File: src/rtl/fbs_pkg.sv
package fbs_pkg;

  typedef enum logic {
    WALK_IDLE = 1'b0,
    WALK_RUN  = 1'b1
  } walk_state_e;

  // 4-bit burst field: 0 encodes the largest burst of 16 beats.
  function automatic logic [4:0] beats_decode(input logic [3:0] field);
    return (field == 4'd0) ? 5'd16 : {1'b0, field};
  endfunction

endpackage

File: src/rtl/fbs_cfg_latch.sv
module fbs_cfg_latch #(
  parameter int AW         = 32,
  parameter int LW         = 16,
  parameter int CW         = 12,
  parameter int OW         = 3,
  parameter int BEAT_BYTES = 8,
  localparam int BW        = $clog2(16 * BEAT_BYTES + 1)
) (
  input  logic          clk,
  input  logic          rst_n,
  input  logic          load,
  input  logic [LW-1:0] in_line_bytes,
  input  logic [LW-1:0] in_pitch,
  input  logic [CW-1:0] in_lines_m1,
  input  logic [3:0]    in_burst_beats,
  input  logic [OW-1:0] in_max_outst,
  output logic [LW-1:0] hold_line_bytes,
  output logic [LW-1:0] hold_pitch,
  output logic [CW-1:0] hold_lines_m1,
  output logic [BW-1:0] hold_burst_bytes,
  output logic [OW:0]   hold_limit
);
  import fbs_pkg::*;

  logic [BW-1:0] burst_calc;
  logic [OW:0]   limit_calc;

  always_comb begin
    burst_calc = BW'(beats_decode(in_burst_beats)) * BW'(BEAT_BYTES);
    if (in_max_outst == '0) limit_calc = {1'b1, {OW{1'b0}}};
    else                    limit_calc = {1'b0, in_max_outst};
  end

  always_ff @(posedge clk or negedge rst_n) begin
    if (!rst_n) begin
      hold_line_bytes  <= '0;
      hold_pitch       <= '0;
      hold_lines_m1    <= '0;
      hold_burst_bytes <= '0;
      hold_limit       <= '0;
    end else if (load) begin
      hold_line_bytes  <= in_line_bytes;
      hold_pitch       <= in_pitch;
      hold_lines_m1    <= in_lines_m1;
      hold_burst_bytes <= burst_calc;
      hold_limit       <= limit_calc;
    end
  end

  // captured values only move on a load
  a_r9_cfg_frozen: assert property (@(posedge clk) disable iff (!rst_n)
    !load |=> $stable(hold_line_bytes) && $stable(hold_pitch) &&
              $stable(hold_lines_m1) && $stable(hold_burst_bytes) && $stable(hold_limit));

endmodule

File: src/rtl/fbs_line_walker.sv
module fbs_line_walker #(
  parameter int AW         = 32,
  parameter int LW         = 16,
  parameter int CW         = 12,
  parameter int BEAT_BYTES = 8,
  localparam int BW        = $clog2(16 * BEAT_BYTES + 1)
) (
  input  logic          clk,
  input  logic          rst_n,
  input  logic          start,
  input  logic [AW-1:0] start_base,
  input  logic [LW-1:0] line_bytes,
  input  logic [LW-1:0] pitch,
  input  logic [CW-1:0] lines_m1,
  input  logic [BW-1:0] burst_bytes,
  input  logic          accept,
  output logic          active,
  output logic [AW-1:0] cur_addr,
  output logic [BW-1:0] cur_bytes
);
  import fbs_pkg::*;

  walk_state_e   state_q;
  logic [AW-1:0] line_addr_q;
  logic [LW-1:0] offs_q;
  logic [CW-1:0] line_idx_q;
  logic [LW-1:0] remain;
  logic          last_in_line;
  logic          last_line;

  always_comb begin
    remain       = line_bytes - offs_q;
    last_in_line = (remain <= LW'(burst_bytes));
    last_line    = (line_idx_q == lines_m1);
    cur_bytes    = last_in_line ? BW'(remain) : burst_bytes;
    cur_addr     = line_addr_q + AW'(offs_q);
    active       = (state_q == WALK_RUN);
  end

  always_ff @(posedge clk or negedge rst_n) begin
    if (!rst_n) begin
      state_q     <= WALK_IDLE;
      line_addr_q <= '0;
      offs_q      <= '0;
      line_idx_q  <= '0;
    end else if (state_q == WALK_IDLE) begin
      if (start) begin
        state_q     <= WALK_RUN;
        line_addr_q <= start_base;
        offs_q      <= '0;
        line_idx_q  <= '0;
      end
    end else if (accept) begin
      if (!last_in_line) begin
        offs_q <= offs_q + LW'(burst_bytes);
      end else if (last_line) begin
        state_q <= WALK_IDLE;
      end else begin
        line_addr_q <= line_addr_q + AW'(pitch);
        line_idx_q  <= line_idx_q + 1'b1;
        offs_q      <= '0;
      end
    end
  end

  // a request never exceeds one burst
  a_r3_burst_cap: assert property (@(posedge clk) disable iff (!rst_n)
    active |-> cur_bytes <= burst_bytes);

endmodule

File: src/rtl/fbs_credit.sv
module fbs_credit #(
  parameter int OW = 3
) (
  input  logic        clk,
  input  logic        rst_n,
  input  logic        take,
  input  logic        give_back,
  input  logic [OW:0] limit,
  output logic [OW:0] count,
  output logic        room
);
  logic dec;

  always_comb begin
    dec  = give_back && (count != '0);
    room = (count < limit);
  end

  always_ff @(posedge clk or negedge rst_n) begin
    if (!rst_n)             count <= '0;
    else if (take && !dec)  count <= count + 1'b1;
    else if (dec && !take)  count <= count - 1'b1;
  end

  // a completion with nothing new issued lowers the count by one
  a_r7_cpl_dec: assert property (@(posedge clk) disable iff (!rst_n)
    give_back && !take && count != '0 |=> count == $past(count) - 1'b1);

  // simultaneous issue and completion keeps the count
  a_r10_net_zero: assert property (@(posedge clk) disable iff (!rst_n)
    give_back && take && count != '0 |=> $stable(count));

endmodule

File: src/rtl/fbs_scan_top.sv
module fbs_scan_top #(
  parameter int AW         = 32,
  parameter int LW         = 16,
  parameter int CW         = 12,
  parameter int OW         = 3,
  parameter int BEAT_BYTES = 8,
  localparam int BW        = $clog2(16 * BEAT_BYTES + 1)
) (
  input  logic          clk,
  input  logic          rst_n,
  input  logic          frame_start,
  input  logic [AW-1:0] cfg_base,
  input  logic [LW-1:0] cfg_line_bytes,
  input  logic [LW-1:0] cfg_pitch,
  input  logic [CW-1:0] cfg_lines_m1,
  input  logic [3:0]    cfg_burst_beats,
  input  logic [OW-1:0] cfg_max_outst,
  output logic          req_valid,
  input  logic          req_ready,
  output logic [AW-1:0] req_addr,
  output logic [BW-1:0] req_bytes,
  input  logic          cpl_valid,
  output logic          busy,
  output logic [OW:0]   outstanding
);
  logic          load;
  logic          accept;
  logic          room;
  logic [LW-1:0] h_line_bytes;
  logic [LW-1:0] h_pitch;
  logic [CW-1:0] h_lines_m1;
  logic [BW-1:0] h_burst_bytes;
  logic [OW:0]   h_limit;

  always_comb begin
    load      = frame_start && !busy;
    req_valid = busy && room;
    accept    = req_valid && req_ready;
  end

  fbs_cfg_latch #(.AW(AW), .LW(LW), .CW(CW), .OW(OW), .BEAT_BYTES(BEAT_BYTES)) cfg_i (
    .clk(clk), .rst_n(rst_n), .load(load),
    .in_line_bytes(cfg_line_bytes), .in_pitch(cfg_pitch), .in_lines_m1(cfg_lines_m1),
    .in_burst_beats(cfg_burst_beats), .in_max_outst(cfg_max_outst),
    .hold_line_bytes(h_line_bytes), .hold_pitch(h_pitch), .hold_lines_m1(h_lines_m1),
    .hold_burst_bytes(h_burst_bytes), .hold_limit(h_limit)
  );

  fbs_line_walker #(.AW(AW), .LW(LW), .CW(CW), .BEAT_BYTES(BEAT_BYTES)) walk_i (
    .clk(clk), .rst_n(rst_n), .start(load), .start_base(cfg_base),
    .line_bytes(h_line_bytes), .pitch(h_pitch), .lines_m1(h_lines_m1),
    .burst_bytes(h_burst_bytes), .accept(accept),
    .active(busy), .cur_addr(req_addr), .cur_bytes(req_bytes)
  );

  fbs_credit #(.OW(OW)) credit_i (
    .clk(clk), .rst_n(rst_n), .take(accept), .give_back(cpl_valid),
    .limit(h_limit), .count(outstanding), .room(room)
  );

  // a stalled request holds
  a_r8_hold: assert property (@(posedge clk) disable iff (!rst_n)
    req_valid && !req_ready |=> req_valid && $stable(req_addr) && $stable(req_bytes));

  // the in-flight count never passes the captured limit
  a_r6_limit: assert property (@(posedge clk) disable iff (!rst_n)
    busy |-> outstanding <= h_limit);

  // a new frame opens at the base presented with the start pulse
  a_r2_first_addr: assert property (@(posedge clk) disable iff (!rst_n)
    $rose(busy) |-> req_addr == $past(cfg_base));

  // no request while idle
  a_r5_idle_quiet: assert property (@(posedge clk) disable iff (!rst_n)
    !busy |-> !req_valid);

endmodule

File: config.mk
export PLATFORM = sky130hd
export DESIGN_NAME = fbs_scan_top
export DESIGN_NICKNAME = d
export VERILOG_FILES = /design/src/rtl/fbs_pkg.sv /design/src/rtl/fbs_cfg_latch.sv /design/src/rtl/fbs_line_walker.sv /design/src/rtl/fbs_credit.sv /design/src/rtl/fbs_scan_top.sv
export SDC_FILE = /design/constraint.sdc
export NUM_CORES = 1
export LEC_CHECK = 0
export BUFFER_PORTS_ARGS = -buffer_cell sky130_fd_sc_hd__buf_2
export CORE_MARGIN = 5
export CORE_UTILIZATION = 40
export DETAILED_ROUTE_END_ITERATION = 10
export GPL_TIMING_DRIVEN = 0
export PLACE_DENSITY_LB_ADDON = 0.3
export SETUP_SLACK_MARGIN = 0.5
export SYNTH_ARGS = -nofsm -noshare
export SYNTH_HDL_FRONTEND = slang
export SYNTH_SLANG_ARGS = --single-unit
File: constraint.sdc
create_clock -name clk -period 7.47 [get_ports clk]
set_input_delay 0.747 -clock clk [delete_from_list [all_inputs] [get_ports clk]]
set_output_delay 0.747 -clock clk [all_outputs]
set_load 0.01 [all_outputs]
### Yosys cells after proc, flatten, opt, wreduce, memory -nomap -nowiden

Index checks and enable logic that the tools add are counted.

* register bits: 118
* bits in latches: 0
* RAM bits: 0
* bits in read-only memories: 0
* output and inout bits: 46
* word-level logic and storage cells: 65
* memories: 0

* add/sub/neg operators: 7
* $mul: 0
* div/mod/pow operators: 0
* order comparisons: 2
* equal/unequal tests: 5
* shift operators: 0
* multiplexer cells: 25
* bitwise gates (word level): 0
* reduce and logical (&&, ||, !) cells: 16

Operator list (count)
* 2-to-1 mux 32 bit: 5
* 2-to-1 mux 16 bit: 5
* adder 32 x 16 -> 32 bit: 2
* 2-to-1 mux 12 bit: 5
* adder 16 x 8 -> 16 bit: 1
* <= comparator 16 x 8 -> 1 bit: 1
* subtractor 16 bit: 1
* adder 12 x 1 -> 12 bit, second input constant: 1
* equality test 12 bit: 1
* 2-to-1 mux 4 bit: 3
* 2-to-1 mux 8 bit: 1
* logical AND 1 bit: 6
* 2-to-1 mux 1 bit: 5
* 2-to-1 mux 5 bit: 1
* adder 4 x 1 -> 4 bit, second input constant: 1
* zero test 4 bit: 1
* < comparator 4 bit: 1
* inequality test 2 bit, second input constant: 2
* AND reduction 4 bit: 1
* nonzero test 2 bit: 2
* nonzero test 4 bit: 1
* subtractor 4 x 1 -> 4 bit, second input constant: 1
* zero test 1 bit: 3
* zero test 3 bit: 1
* 3 further kinds: 3

### Depth between registers and ports, before layout

Gate-level depths: netlist of run 1.

* depth after elaboration: 7
* gate-level depth with buffers: 18
* depth with buffers taken out: 16

### By module

A second synthesis of run 1 with hierarchy kept.

* cell total of the unflattened synthesis: 963
* area, all modules: 9066.2 um^2

By module, submodules not included
* fbs_line_walker: instances 1, cells each 811, area each 6462.4 um^2, sequential area each 1526.5 um^2
* fbs_cfg_latch: instances 1, cells each 118, area each 2259.7 um^2, sequential area each 1326.3 um^2
* fbs_credit: instances 1, cells each 31, area each 324.1 um^2, sequential area each 100.1 um^2
* fbs_scan_top: instances 1, cells each 3, area each 20.0 um^2, sequential area each 0.0 um^2

### Least setup slack after synthesis of run 1

OpenSTA, ideal clock, no wires.

* kind: flip-flop to output port
* start point: register walk_i.offs_q[4]
* end point: output port req_bytes[4]
* data arrival time: 3.254 ns
* slack: 3.469 ns
* cell stages (with the launch flop): 17
* path buffers: 1
* path through: dfrtp_1 inv_1 ha_1 a21o_1 a21oi_1 nand2_1 xor2_1 ha_1 nand4_1 nor2_1 a211oi_1 o221a_2 o311ai_1 nor2_1 nand2_1 clkbuf_1 mux2_2

* word-level cells in the longest chain between the ends: 3

RTL lines
* start, declared: RTL line fbs_line_walker.sv:25 `logic [LW-1:0] offs_q;`
* start signal, assigned: RTL line fbs_line_walker.sv:55 `offs_q <= offs_q + LW'(burst_bytes);`
* subtractor 16 bit *: RTL line fbs_line_walker.sv:32 `remain = line_bytes - offs_q;`
* <= comparator 16 x 8 -> 1 bit: RTL line fbs_line_walker.sv:33 `last_in_line = (remain <= LW'(burst_bytes));`
* 2-to-1 mux 8 bit *: RTL line fbs_line_walker.sv:35 `cur_bytes = last_in_line ? BW'(remain) : burst_bytes;`
* end, declared: RTL line fbs_scan_top.sv:21 `output logic [BW-1:0] req_bytes,`

Mark *: on every way between the ends. The rest lies on a longest branch, timed or not.

### Final worst setup path of run 1

* start point: register walk_i.offs_q[4]
* end point: output port req_bytes[6]

Same word-level chain as after synthesis.

==> results.sh, run 1 <==
export IMPL_outcome="complete, no violations"
export IMPL_wirelength_um=24670
export IMPL_cp_cell_sequence="inv_1 -> ha_1 -> o21ai_0 -> a211oi_1 -> xor2_1 -> ha_1 -> nand4_1 -> nor2_1 -> a211oi_1 -> o221a_2 -> o311ai_1 -> nor2_1 -> nand2_1 -> clkbuf_1 -> mux2_2 -> buf_2"
export IMPL_area_delta_synth_final_pct=20.65
export IMPL_cp_arrival_ps=4500
export IMPL_cts_buffer_depth=2
export IMPL_die_h_um=151.6
export IMPL_pre_cts_ws_ps=2713
export IMPL_clock_skew_ps=13.51
export IMPL_worst_setup_path_start_kind="flop"
export IMPL_cp_max_fo=10
export IMPL_grt_ovfl_total=0
export IMPL_layout_nets=1278
export IMPL_groute_usage_overall=0.2196
export IMPL_slowest_delay_ps=460
export IMPL_hold_path_class="in2async"
export IMPL_syn_avg_cell_area_um2=8.221
export IMPL_cts_num_sinks=115
export IMPL_ys_flop_type="dfrtp_1"
export IMPL_ys_ff_latch=115
export IMPL_routedWlPerCell_um=17.56
export IMPL_start_util=0.4091
export IMPL_total_leakage_power_nw=4.699
export IMPL_max_vdd_ir_drop_mv=0.1676
export IMPL_maxCapViolCount=0
export IMPL_hpwl_um=18680
export IMPL_clk_pin_slew_ps=60
export IMPL_min_period_ps=5247
export IMPL_postCtsSetupBuffers=0
export IMPL_synth_edf_count=0
export IMPL_timing_rr_end="walk_i.line_addr_q[3]$_DFFE_PN0P_"
export IMPL_layoutNonFillerInstCount=1405
export IMPL_vias=7619
export IMPL_grt_pass1_wl_um=38930
export IMPL_place_congestion=0.9372
export IMPL_clock_root_buffer="clkbuf_16"
export IMPL_async_flop_share=1.000
export IMPL_dpl_cell_count=1374
export IMPL_synth_cell_types=59
export IMPL_max_freq_mhz=190.6
export IMPL_netlist_area_um2=8015
export IMPL_criticalPathCategory="reg2out"
export IMPL_synthTopCellsByArea="dfrtp_1 36%, nand2_1 10%, ha_1 9.2%, xnor2_1 5.1%, o21ai_0 3.9%"
export IMPL_worstPathRequired_ps=6720
export IMPL_syn_nets=1125
export IMPL_syn_inst=975
export IMPL_fin_util=0.4936
export IMPL_drt_antenna_violating_nets=0
export IMPL_rsz0062_at_grt="false"
export IMPL_drt_iter0_markers=497
export IMPL_die_x_um=151.6
export IMPL_setup_viol=0
export IMPL_finalCritPeriodShare=0.7024
export IMPL_port_buffers=133
export IMPL_finalSetupTns_ps=0
export IMPL_end_kind="output port"
export IMPL_clk_latency_ps=430
export IMPL_io_pins=134
export IMPL_drt_pass1_iterations=5
export IMPL_drcViolationCount=0
export IMPL_yosysTopAreaCell="dfrtp_1"
export IMPL_grt_pass1_vias=7352
export IMPL_endpoint="req_bytes[6]"
export IMPL_crit_path_top_delay_cell="dfrtp_1"
export IMPL_seq_area_frac_synth=0.3590
export IMPL_cts_buffers=17
export IMPL_power_density_nw_per_um2=333.6
export IMPL_worst_slack_ps=2223
export IMPL_n_antenna_cell=0
export IMPL_cts_max_level=4
export IMPL_netlist_area_leader_share=0.3590
export IMPL_r2r_start="walk_i.offs_q[4]$_DFFE_PN0P_"
export IMPL_core_area_um2=19590
export IMPL_final_max_slew_viol_count=0
export IMPL_fillers=1913
export IMPL_drive_above_1_share=0.1632
export IMPL_hold_viol=0
export IMPL_r2r_worst_path_cells=17
export IMPL_reg2reg_slack_ps=2900
export IMPL_core_rowCount=51
export IMPL_die_area_um2=22970
export IMPL_fin_hold_ws_ps=180.6
export IMPL_cts_resized=0
export IMPL_vias_per_cell=5.423
export IMPL_startpoint="walk_i.offs_q[4]$_DFFE_PN0P_"
export IMPL_antenna_found_initial=0
export IMPL_yosys_warnings=0
export IMPL_grt_max_degree=92
export IMPL_slew_limit_headroom=0.3587
export IMPL_tightest_slew_ps=947.0
export IMPL_holdBufCountCts=0
export IMPL_cts_tree="yes"
[cell usage after synthesis (all sizes together) (5+ instances only)]
cell type	n
buf	12
mux2i	11
nor3	12
and3	14
o22a	6
or3	9
inv	42
ha	59
dfrtp	115
a31oi	10
a21oi	64
nand3	34
nor2b	12
clkbuf	39
a2bb2oi	5
o21a	7
mux2	6
a211oi	5
o22ai	8
xor2	19
o21ai	63
nand2	215
nand4	18
or4	7
and2	9
xnor2	47
a21o	17
nor2	53
[area by class of cell]
| cell class | count | area [µm²] | area share |
|---|---|---|---|
| clock inverters | 12 | 181.4 | 0.01876 |
| repair buffers | 134 | 699.4 | 0.07233 |
| clock buffers | 19 | 442.9 | 0.04580 |
| well taps | 265 | 331.6 | 0.03429 |
| inverters | 42 | 157.7 | 0.01630 |
| flip-flops and latches | 115 | 2878 | 0.2976 |
| multi-input cells | 767 | 4775 | 0.4937 |
| plain buffers | 51 | 205.2 | 0.02122 |
[cell usage in the layout (no fill, tap or decap), drive strengths merged, types with 11 or more instances in the layout]
master  instances
and3           14
nor2           53
a21oi          64
a21o           17
inv            43
nand2         215
nor3           12
mux2i          11
xor2           19
nand3          34
o21ai          63
nor2b          12
xnor2          47
dfrtp         115
buf           146
ha             59
clkbuf         58
nand4          18
[report_power, final]
| group | total, W | internal [W] | switching (W) |
|---|---|---|---|
| combinational | 0.00145 | 0.000630 | 0.000823 |
| sequential | 0.000896 | 0.000744 | 0.000151 |
| clock | 0.000877 | 0.000566 | 0.000311 |
| total | 0.00323 | 0.00194 | 0.00129 |
[flip-flops by register name, summed over array words and instances, names as in the netlist, 4 cells and up]
name and cells:
cfg_i.hold_burst_bytes 5, cfg_i.hold_limit 4, cfg_i.hold_line_bytes 16, cfg_i.hold_lines_m1 12, cfg_i.hold_pitch 16, credit_i.count 4
walk_i.line_addr_q 32, walk_i.line_idx_q 12, walk_i.offs_q 13
[critical path, delay by kind of cell, from the launching register on]
family                     cells  cell delay, ps
adders and majority gates      2             700
and+or+nand+nor                4             500
DFF                            1             460
muxes                          1             410
AOI/OAI and AO/OA              5            1190
buffers and inverters          3             640
xor gates and xnor gates       1             160
[per-layer routing]
metal	part of all wire	global-route usage	up-vias
met5	0	0	-
met4	0.028	0.07278	0
met3	0.066	0.04610	48
met2	0.47	0.3525	265
met1	0.44	0.2964	3585
li1	-	-	3721
[worst min-delay path by stage]
stage	startpoint	to	slack, ps	cells after the start
final	rst_n	cfg_i.hold_lines_m1[2]$_DFFE_PN0P_	180	1
after global routing	rst_n	walk_i.line_addr_q[20]$_DFFE_PN0P_	190	1
after CTS	rst_n	cfg_i.hold_lines_m1[2]$_DFFE_PN0P_	180	1
after detailed placement	cfg_i.hold_pitch[7]$_DFFE_PN0P_	cfg_i.hold_pitch[7]$_DFFE_PN0P_	470	2
after global placement	cfg_i.hold_limit[0]$_DFFE_PN0P_	cfg_i.hold_limit[0]$_DFFE_PN0P_	470	2
after floorplan	rst_n	cfg_i.hold_burst_bytes[3]$_DFFE_PN0P_	450	0
[kinds of logic after synthesis]
family,synth area share
simple gates,0.2249
other cells,0.0004679
flops,0.3590
xor+xnor,0.07212
mux,0.02217
fa+ha+maj,0.09959
buf+inv,0.04527
compound gates,0.1764
[per-stage QoR]
step                      instance area [µm²]  power (W)
after floorplan                          8015   0.001904
after global placement                   9012   0.002310
after detailed placement                 9046   0.002343
after CTS                                9671   0.003232
after global routing                     9671   0.003451
final                                    9671   0.003226
Power figures use the tool's default switching activity.
==> run 2, diff against run 1 <==
==> constraint.sdc (replaced) <==
create_clock -name clk -period 5.5 [get_ports clk]
set_input_delay 0.55 -clock clk [delete_from_list [all_inputs] [get_ports clk]]
set_output_delay 0.55 -clock clk [all_outputs]
set_load 0.01 [all_outputs]
==> results.sh, run 2 (same netlist as run 1, synthesis figures left out) <==
export IMPL_die_area_um2=22970
export IMPL_area_delta_synth_final_pct=21.11
export IMPL_final_cell_mix="215 x nand2_1, 137 x buf_2, 114 x dfrtp_1"
export IMPL_finalCritPeriodShare=0.8559
export IMPL_fin_util=0.4955
export IMPL_combPwrFrac=0.453
export IMPL_vias_per_cell=5.427
export IMPL_cp_arrival_ps=4160
export IMPL_drive_above_1_share=0.1681
export IMPL_multi_input_area_um2=4791
export IMPL_drcViolationCount=0
export IMPL_p_int_w=0.002645
export IMPL_clock_root_buffer="clkbuf_16"
export IMPL_slowest_delay_ps=430
export IMPL_p_sw_frac=0.3990
export IMPL_vias=7636
export IMPL_worst_setup_path_start_kind="flop"
export IMPL_clk_latency_ps=430
export IMPL_switchingPower_w=0.001756
export IMPL_grt_pass1_vias=7353
export IMPL_fin_total_pwr_w=0.004401
export IMPL_cp_max_fo=10
export IMPL_drt_iter0_markers=513
export IMPL_tightest_slew_ps=913.1
export IMPL_placed_area_um2=9046
export IMPL_r2r_start="walk_i.offs_q[3]$_DFFE_PN0P_"
export IMPL_core_area_um2=19590
export IMPL_power_density_nw_per_um2=453.4
export IMPL_cp_cell_sequence="inv_1 -> ha_1 -> o21a_1 -> o21ai_0 -> a21boi_0 -> ha_1 -> nand4_1 -> nor2_1 -> a211oi_1 -> o221a_2 -> o311ai_2 -> nor2_1 -> nand2_1 -> clkbuf_2 -> mux2_2 -> buf_2"
export IMPL_place_congestion=0.9372
export IMPL_cts_tree="yes"
export IMPL_wirelength_um=24690
export IMPL_core_rowCount=51
export IMPL_outcome="complete, no violations"
export IMPL_cts_buffers=17
export IMPL_largest_register="walk_i.line_addr_q"
export IMPL_grt_max_degree=92
export IMPL_layout_nets=1280
export IMPL_total_leakage_power_nw=4.710
export IMPL_clk_pin_slew_ps=60
export IMPL_end_kind="output port"
export IMPL_drt_antenna_violating_nets=0
export IMPL_setup_viol=0
export IMPL_largest_reg_flops=32
export IMPL_max_vdd_ir_drop_mv=0.2285
export IMPL_routedWlPerCell_um=17.55
export IMPL_rsz0062_at_grt="false"
export IMPL_criticalPathCategory="reg2out"
export IMPL_final_max_slew_viol_count=0
export IMPL_hold_viol=0
export IMPL_startpoint="walk_i.offs_q[3]$_DFFE_PN0P_"
export IMPL_hpwl_um=18680
export IMPL_clock_skew_ps=11.71
export IMPL_design_area_um2=9707
export IMPL_cts_buffer_depth=2
export IMPL_max_freq_mhz=212.4
export IMPL_start_util=0.4091
export IMPL_seqCellArea_um2=2879
export IMPL_min_from="cfg_lines_m1[8]"
export IMPL_hold_path_class="in2reg"
export IMPL_worstPathRequired_ps=4950
export IMPL_maxCapViolCount=0
export IMPL_io_pins=134
export IMPL_finalSetupTns_ps=0
export IMPL_groute_usage_overall=0.2197
export IMPL_slew_limit_headroom=0.3913
export IMPL_port_buffers=133
export IMPL_fillers=1916
export IMPL_reg_largest_list="walk_i.line_addr_q (32), cfg_i.hold_line_bytes (16), cfg_i.hold_pitch (16)"
export IMPL_grt_pass1_wl_um=38940
export IMPL_grt_ovfl_total=0
export IMPL_fin_hold_ws_ps=313.2
export IMPL_drt_pass1_iterations=5
export IMPL_pwr_share_seq=0.276
export IMPL_cts_num_sinks=115
export IMPL_antenna_found_initial=0
export IMPL_n_antenna_cell=0
export IMPL_die_h_um=151.6
export IMPL_crit_path_top_delay_cell="dfrtp_1"
export IMPL_cts_max_level=4
export IMPL_p_clk_frac=0.270
export IMPL_min_period_ps=4708
export IMPL_layout_commonest_cell="nand2_1"
export IMPL_die_x_um=151.6
run 2: critical path, delay by kind of cell (launching register included):
family | cells | cell delay (ps)
adders and majority gates | 2 | 650
DFF | 1 | 430
muxes | 1 | 320
and+or+nand+nor | 4 | 470
AOI/OAI and AO/OA | 6 | 1450
buffers and inverters | 3 | 430
run 2: per-stage QoR:
stage | worst slack [ps] | instances
after detailed placement | 939.7 | 1374
after global routing | 534.3 | 1407
after CTS | 615.9 | 1406
after global placement | 928.8 | 1373
after floorplan | 1696 | 975
final | 792.4 | 1407
run 2: worst paths after layout:
check / slack, ps / cells after the start / end
setup reg to reg: 1220 / 17 / walk_i.line_addr_q[3]$_DFFE_PN0P_
hold / removal: 310 / 3 / cfg_i.hold_lines_m1[8]$_DFFE_PN0P_
hold reg to reg: 490 / 2 / cfg_i.hold_pitch[2]$_DFFE_PN0P_
setup / recovery: 790 / 16 / req_bytes[6]
min in group asynchronous: 550 / 2 / cfg_i.hold_lines_m1[2]$_DFFE_PN0P_
max in group asynchronous: 4210 / 3 / walk_i.offs_q[4]$_DFFE_PN0P_
run 2: layer usage:
metal | wire, µm | up-vias | track usage
met5 | 0 | - | 0
met1 | 10710 | 3593 | 0.2966
met3 | 1720 | 51 | 0.04610
met4 | 675 | 0 | 0.07278
li1 | - | 3731 | -
met2 | 11580 | 261 | 0.3525
run 2: area by class of cell:
type | instances | share of cell area
multi-input cells | 767 | 0.4936
inverters | 42 | 0.01624
clock inverters | 12 | 0.01869
clock buffers | 19 | 0.04563
well taps | 265 | 0.03416
plain buffers | 51 | 0.02127
repair buffers | 136 | 0.07386
flip-flops and latches | 115 | 0.2966
run 2: repair_timing:
action                                 CTS  global route
gates resized for setup                  1             4
buffers inserted                         0             1
hold buffers                             1             0
endpoints found under the hold margin   24             0
pin swaps                                0             1
setup endpoints to repair                4             8
run 2: power by group through the flow:
| stage | logic, W | registers (W) | clock network (W) |
|---|---|---|---|
| finish | 0.00199 | 0.00122 | 0.00119 |
| global route | 0.00222 | 0.00124 | 0.00125 |
| CTS | 0.00197 | 0.00121 | 0.00121 |
| detailed placement | 0.00196 | 0.00123 | 0 |
| global placement | 0.00192 | 0.00122 | 0 |
| floorplan | 0.00143 | 0.00115 | 0 |
